==> src/rtl/cache2w_pkg.sv <==
package cache2w_pkg;

    typedef enum logic [1:0] {
        ST_IDLE = 2'd0,
        ST_LOOK = 2'd1,
        ST_FILL = 2'd2
    } cstate_e;

    typedef struct packed {
        logic valid0;
        logic valid1;
        logic lru;
    } set_view_t;

    // Victim choice: an empty way first (way 0 before way 1), else the LRU way.
    function automatic logic pick_victim(input set_view_t sv);
        if (!sv.valid0)      return 1'b0;
        else if (!sv.valid1) return 1'b1;
        else                 return sv.lru;
    endfunction

endpackage

==> src/rtl/cache2w_way.sv <==
module cache2w_way #(
    parameter int SET_W    = 2,
    parameter int TAG_W    = 10,
    parameter int BLK_BITS = 128
) (
    input  logic                clk,
    input  logic                rst,
    input  logic [SET_W-1:0]    rd_set,
    input  logic [TAG_W-1:0]    cmp_tag,
    input  logic                wr_en,
    input  logic [TAG_W-1:0]    wr_tag,
    input  logic [BLK_BITS-1:0] wr_blk,
    output logic                valid,
    output logic                match,
    output logic [BLK_BITS-1:0] blk
);
    localparam int SETS = 1 << SET_W;

    logic                valid_q [SETS];
    logic [TAG_W-1:0]    tag_q   [SETS];
    logic [BLK_BITS-1:0] blk_q   [SETS];

    always_ff @(posedge clk) begin
        if (rst) begin
            for (int i = 0; i < SETS; i++) valid_q[i] <= 1'b0;
        end else if (wr_en) begin
            valid_q[rd_set] <= 1'b1;
        end
    end

    always_ff @(posedge clk) begin
        if (wr_en) begin
            tag_q[rd_set] <= wr_tag;
            blk_q[rd_set] <= wr_blk;
        end
    end

    assign valid = valid_q[rd_set];
    assign match = valid_q[rd_set] && (tag_q[rd_set] == cmp_tag);
    assign blk   = blk_q[rd_set];
endmodule

==> src/rtl/cache2w_lru.sv <==
module cache2w_lru #(
    parameter int SET_W = 2
) (
    input  logic             clk,
    input  logic             rst,
    input  logic [SET_W-1:0] set_idx,
    input  logic             upd_en,
    input  logic             used_way,
    output logic             lru_way
);
    localparam int SETS = 1 << SET_W;

    logic lru_q [SETS];

    always_ff @(posedge clk) begin
        if (rst) begin
            for (int i = 0; i < SETS; i++) lru_q[i] <= 1'b0;
        end else if (upd_en) begin
            lru_q[set_idx] <= ~used_way;
        end
    end

    assign lru_way = lru_q[set_idx];
endmodule

==> src/rtl/cache2w_ctrl.sv <==
module cache2w_ctrl
    import cache2w_pkg::*;
(
    input  logic clk,
    input  logic rst,
    input  logic req_valid,
    input  logic hit_any,
    input  logic mem_ack,
    output logic req_ready,
    output logic accept,
    output logic looking,
    output logic filling,
    output logic missed
);
    cstate_e state_q, state_d;
    logic    missed_q;

    assign req_ready = (state_q == ST_IDLE);
    assign accept    = req_ready && req_valid;
    assign looking   = (state_q == ST_LOOK);
    assign filling   = (state_q == ST_FILL);
    assign missed    = missed_q;

    always_comb begin
        state_d = state_q;
        unique case (state_q)
            ST_IDLE: if (req_valid) state_d = ST_LOOK;
            ST_LOOK: state_d = hit_any ? ST_IDLE : ST_FILL;
            ST_FILL: if (mem_ack) state_d = ST_LOOK;
            default: state_d = ST_IDLE;
        endcase
    end

    always_ff @(posedge clk) begin
        if (rst) begin
            state_q  <= ST_IDLE;
            missed_q <= 1'b0;
        end else begin
            state_q <= state_d;
            if (accept)                missed_q <= 1'b0;
            else if (filling && mem_ack) missed_q <= 1'b1;
        end
    end
endmodule

==> src/rtl/cache2w_top.sv <==
module cache2w_top
    import cache2w_pkg::*;
#(
    parameter int ADDR_W = 16,
    parameter int SET_W  = 2,
    parameter int OFF_W  = 4
) (
    input  logic                      clk,
    input  logic                      rst,
    input  logic                      req_valid,
    input  logic [ADDR_W-1:0]         req_addr,
    output logic                      req_ready,
    output logic                      resp_valid,
    output logic [7:0]                resp_data,
    output logic                      resp_was_hit,
    output logic                      mem_req,
    output logic [ADDR_W-OFF_W-1:0]   mem_addr,
    input  logic                      mem_ack,
    input  logic [(8<<OFF_W)-1:0]     mem_data
);
    localparam int TAG_W    = ADDR_W - SET_W - OFF_W;
    localparam int BLK_BITS = 8 << OFF_W;
    localparam int WAYS     = 2;

    logic [ADDR_W-1:0] addr_q;
    logic [TAG_W-1:0]  cur_tag;
    logic [SET_W-1:0]  cur_set;
    logic [OFF_W-1:0]  cur_off;

    assign cur_tag = addr_q[ADDR_W-1 -: TAG_W];
    assign cur_set = addr_q[OFF_W +: SET_W];
    assign cur_off = addr_q[OFF_W-1:0];

    logic accept, looking, filling, missed;
    logic hit_any, hit_way, lru_way, fill_en, fill_way, hit_fire;
    logic [WAYS-1:0]     vld_w, hit_w, wr_w;
    logic [BLK_BITS-1:0] blk_w [WAYS];
    logic [BLK_BITS-1:0] sel_blk;
    set_view_t           view;

    always_ff @(posedge clk) begin
        if (rst)         addr_q <= '0;
        else if (accept) addr_q <= req_addr;
    end

    cache2w_ctrl u_ctrl (
        .clk       (clk),
        .rst       (rst),
        .req_valid (req_valid),
        .hit_any   (hit_any),
        .mem_ack   (mem_ack),
        .req_ready (req_ready),
        .accept    (accept),
        .looking   (looking),
        .filling   (filling),
        .missed    (missed)
    );

    assign view     = '{valid0: vld_w[0], valid1: vld_w[1], lru: lru_way};
    assign fill_en  = filling && mem_ack;
    assign fill_way = pick_victim(view);

    for (genvar g = 0; g < WAYS; g++) begin : g_way
        assign wr_w[g] = fill_en && (fill_way == g[0]);
        cache2w_way #(
            .SET_W    (SET_W),
            .TAG_W    (TAG_W),
            .BLK_BITS (BLK_BITS)
        ) u_way (
            .clk     (clk),
            .rst     (rst),
            .rd_set  (cur_set),
            .cmp_tag (cur_tag),
            .wr_en   (wr_w[g]),
            .wr_tag  (cur_tag),
            .wr_blk  (mem_data),
            .valid   (vld_w[g]),
            .match   (hit_w[g]),
            .blk     (blk_w[g])
        );
    end

    assign hit_any  = |hit_w;
    assign hit_way  = hit_w[1];
    assign sel_blk  = hit_way ? blk_w[1] : blk_w[0];
    assign hit_fire = looking && hit_any;

    cache2w_lru #(.SET_W(SET_W)) u_lru (
        .clk      (clk),
        .rst      (rst),
        .set_idx  (cur_set),
        .upd_en   (hit_fire || fill_en),
        .used_way (fill_en ? fill_way : hit_way),
        .lru_way  (lru_way)
    );

    assign resp_valid   = hit_fire;
    assign resp_data    = sel_blk[{cur_off, 3'b000} +: 8];
    assign resp_was_hit = !missed;
    assign mem_req      = filling;
    assign mem_addr     = addr_q[ADDR_W-1:OFF_W];
endmodule

==> config.mk <==
export PLATFORM = sky130hd
export DESIGN_NAME = cache2w_top
export DESIGN_NICKNAME = d
export VERILOG_FILES = /design/src/rtl/cache2w_pkg.sv /design/src/rtl/cache2w_way.sv /design/src/rtl/cache2w_lru.sv /design/src/rtl/cache2w_ctrl.sv /design/src/rtl/cache2w_top.sv
export SDC_FILE = /design/constraint.sdc
export NUM_CORES = 1
export LEC_CHECK = 0
export ABC_CLOCK_PERIOD_IN_PS = 26000
export BUFFER_PORTS_ARGS = -buffer_cell sky130_fd_sc_hd__buf_2
export CAP_MARGIN = 20
export CORE_MARGIN = 4
export CORE_UTILIZATION = 65
export DETAILED_ROUTE_END_ITERATION = 10
export GPL_ROUTABILITY_DRIVEN = 0
export PLACE_DENSITY = 0.83
export RECOVER_POWER = 50
export SKIP_LAST_GASP = 1
export SYNTH_ARGS = -nofsm -noshare
export SYNTH_HDL_FRONTEND = slang
export SYNTH_SLANG_ARGS = --single-unit
==> constraint.sdc <==
create_clock -name clk -period 26 [get_ports clk]
set_input_delay 1.3 -clock clk [delete_from_list [all_inputs] [get_ports clk]]
set_output_delay 1.3 -clock clk [all_outputs]
set_load 0.01 [all_outputs]
==> results.yml <==
floorplanning:
  core-area_um2: 66200
  start_util_pct: 66.1
  ios: 172
  die_area_um2: 71600
  fp.dieW_um: 268
  fp.dieH_um: 268
  num_rows: 94
clocking:
  cts_root_buffer: "clkbuf_16"
  worst_skew_pair.late_latency_ns: 0.67
  cts_tree: "built"
  cts_hold_buf: 0
  clock_tree.buffer_depth: 3
  clkTransAtPathRegs_ns: 0.07
  cts_setup_buffers: 0
  cts_resized: 0
  cts_made_buffers: 107
  cts.sinks: 1137
  ctsHtreeMaxLevel: 3
yosys:
  ys_types: 44
  ys.flop_type: "edfxtp_1"
  synth_cells: 1902
  ys_ff_latch: 1137
  yosysWarnings: 0
  synth_edf_count: 1116
  syn_nets: 2050
  synth_area_um2: 43800
  avgSynthCellArea_um2: 23.0
  synth_async_sr_flop_share_pct: 0
  yosysSeqAreaShare_pct: 77.5
routing:
  wl_um: 105000
  dr.pass1.iters: 5
  vias: 21413
  drt_iter0_drc: 3239
  antenna_left: 0
  drc: 0
  via_per_inst: 7.00
  post_drt_wl_per_cell_um: 34.3
hold_path:
  hold_class: "reg2reg"
  hold_path_depth: 2
  hp-start: "u_ctrl.missed"
  hold_end: "u_ctrl.missed"
timing:
  slew_viol_final: 35
  min_period_ns: 9.31
  tightest_slew_ns: 1.55
  setup_ws_ns: 16.69
  hold_viol_final: 0
  setup-tns-final_ns: 0
  rsz0062_at_grt: "no"
  fin_hold_ws_ns: 0.497
  maxSlewHeadroom_pct: -3.60
  fmaxAchievable_ghz: 0.107
  setup_viol: 0
  finClkSkew_ns: 0.0237
  fin_crit_sh_pct: 35.8
job:
  drv_cap: 1
global_route:
  grt-ovfl-total: 0
  grt_start_max_net_pins: 141
  grt_pass1_wl_um: 155000
  antenna_found_initial: 20
  grt_pass1_vias: 21981
  grt_use_total_pct: 30.2
setup_path:
  cp-end-kind: "output port"
  critPathArrivalTime_ns: 8.01
  reg2reg_to: "u_lru.lru_q[1]"
  cp_data_required_time_ns: 24.70
  r2r_cells: 11
  worstSetupPathType: "reg2out"
  reg2reg_slack_ns: 19.69
  startpoint_type: "flop"
  cp_max_fo: 140
placed_design:
  io_buffers: 171
  dpl_worst_slack_ns: 17.70
  hpwl_um: 53700
run_status:
  failed_checks: "max-capacitance violations, max-slew violations"
  run_status: "complete, but fails checks"
finish:
  drive_gt1_share_pct: 24.7
  fin_util_pct: 73.9
  area_growth_pct: 11.7
  nets: 2243
pwr:
  powerDensity_nw_per_um2: 78.2
  power_leakage_nw: 14.8
  vdd_drop_max_v: 0.0000713
## state kept, by name, summed over array words and instances, names as in the netlist, named ones only
name and cells:
addr_q 16, g_way.u_way.tag_q 80, u_ctrl.state_q 2, g_way.u_way.blk_q 1024, u_ctrl.missed 1, g_way.u_way.valid_q 8
u_lru.lru_q 4
## where the power goes
part           switching (mW)  internal, mW  total [mW]
registers              0.0122          2.02        2.04
logic                   0.117        0.0791       0.196
clock network           0.667         0.924        1.59
## final cells by class
| cell class | count | area (µm²) |
|---|---|---|
| fill | 3410 | 17300 |
| clock buffer | 140 | 2940 |
| inverter | 24 | 90.1 |
| sequential | 1137 | 33900 |
| timing repair buffer | 196 | 998 |
| multi-input combinational | 629 | 9190 |
| tap | 864 | 1080 |
| antenna | 14 | 35.0 |
| clock inverter | 54 | 637 |
## how the worst max path moves through the flow
| stage | endpoint | cells after the start | slack, ns | from |
|---|---|---|---|---|
| detailed placement | resp_data[5] | 13 | 17.70 | flop |
| global placement | resp_data[5] | 13 | 17.81 | flop |
| finish | resp_data[2] | 13 | 16.69 | flop |
| global route | resp_data[7] | 13 | 16.44 | flop |
| floorplan | g_way[0].u_way.valid_q[1] | 9 | 17.45 | flop |
| CTS | resp_data[5] | 13 | 16.70 | flop |
## cell usage in the layout, fill, tap and decap left out, types with 3 or more instances in the layout
master     netlist  final
clkbuf_8         0      7
or2_1            9      9
o21ai_1          4      4
diode_2          0     14
buf_2            5     29
nor2_4           0      8
inv_1           24     24
mux2i_1         64     64
nor2_1          26     18
mux4_2         305    305
a21o_1           4      4
a211oi_2         6      6
clkinv_2         0     15
or2_2            3      3
a211oi_1        25     25
nand2b_1         4      4
o22ai_1         22     22
bufinv_16        0     13
buf_12           3      9
xor2_1          11     11
a21oi_1         23     23
clkbuf_1        63    166
edfxtp_1      1116   1116
and2_1           5      5
clkbuf_16        0    110
clkinv_1         0     14
nand2_1         39     39
a31oi_1         15     15
nor2b_1          4      4
inv_6            0      5
a22o_1           8      8
nor4_1           8      8
dfxtp_1         21     18
xnor2_1         12     12
nand3_1          6      6
nor3_1           8      8
buf_4           17     13
## per-stage QoR
step                      cells  cell area (µm²)  power, mW
after floorplan            1902            43800       2.19
after global placement     2846            45400       2.26
after detailed placement   2848            45500       2.26
after CTS                  3042            49000       3.84
after global routing       3051            48900       3.94
final                      3058            48900       3.82
## kinds of logic (layout without fill, tap and decap cells)
kind of cell / Yosys count / count (layout) / share of synthesized area [%]
compound gates: 113 / 113 / 1.81
xor+xnor: 23 / 23 / 0.460
buf+inv: 136 / 414 / 1.68
flops: 1137 / 1137 / 77.5
mux: 370 / 370 / 17.2
other cells: 0 / 14 / 0
simple gates: 123 / 123 / 1.37
## synthesized netlist by cell type, types with 3 or more instances
| library cell | count | area share [%] |
|---|---|---|
| inv_1 | 24 | 0.21 |
| nor2b_1 | 4 | 0.057 |
| or2_2 | 3 | 0.043 |
| xor2_1 | 11 | 0.22 |
| buf_4 | 17 | 0.29 |
| dfxtp_1 | 21 | 0.96 |
| nor4_1 | 8 | 0.11 |
| xnor2_1 | 12 | 0.24 |
| edfxtp_1 | 1116 | 77 |
| and2_1 | 5 | 0.071 |
| a21oi_1 | 23 | 0.26 |
| a211oi_2 | 6 | 0.17 |
| a31oi_1 | 15 | 0.21 |
| nand3_1 | 6 | 0.069 |
| or2_1 | 9 | 0.13 |
| buf_6 | 11 | 0.28 |
| nand2_1 | 39 | 0.33 |
| o21ai_1 | 4 | 0.046 |
| a21o_1 | 4 | 0.069 |
| o22ai_1 | 22 | 0.31 |
| mux2i_1 | 64 | 1.5 |
| and3_1 | 3 | 0.043 |
| buf_12 | 3 | 0.14 |
| nor3_1 | 8 | 0.091 |
| clkbuf_1 | 63 | 0.54 |
| buf_1 | 10 | 0.086 |
| nor2_1 | 26 | 0.22 |
| a211oi_1 | 25 | 0.43 |
| mux4_2 | 305 | 16 |
| a22o_1 | 8 | 0.16 |
| buf_2 | 5 | 0.057 |
| nand2b_1 | 4 | 0.057 |
## per-layer routing
layer,vias to the layer above,global-route usage (%),share of wire (%)
met2,1488,49.6,51
met4,12,11.4,4.4
met5,-,0,0.084
met3,293,7.47,10
li1,8457,-,-
met1,11163,40.1,34
## worst max-delay path, stage by stage, from the launching register on
cell and delay, ns:
dfxtp_4 0.60, buf_12 0.65, buf_4 0.89, mux2i_1 0.29, xor2_1 0.20, mux2i_1 0.16, a2111oi_4 1.00, and3_4 0.79
buf_4 0.74, mux2i_1 0.33, o22ai_1 0.15, nor4_1 0.94, nor3_1 0.18, buf_2 0.20
Note: power is estimated with default switching activity, not from simulation.
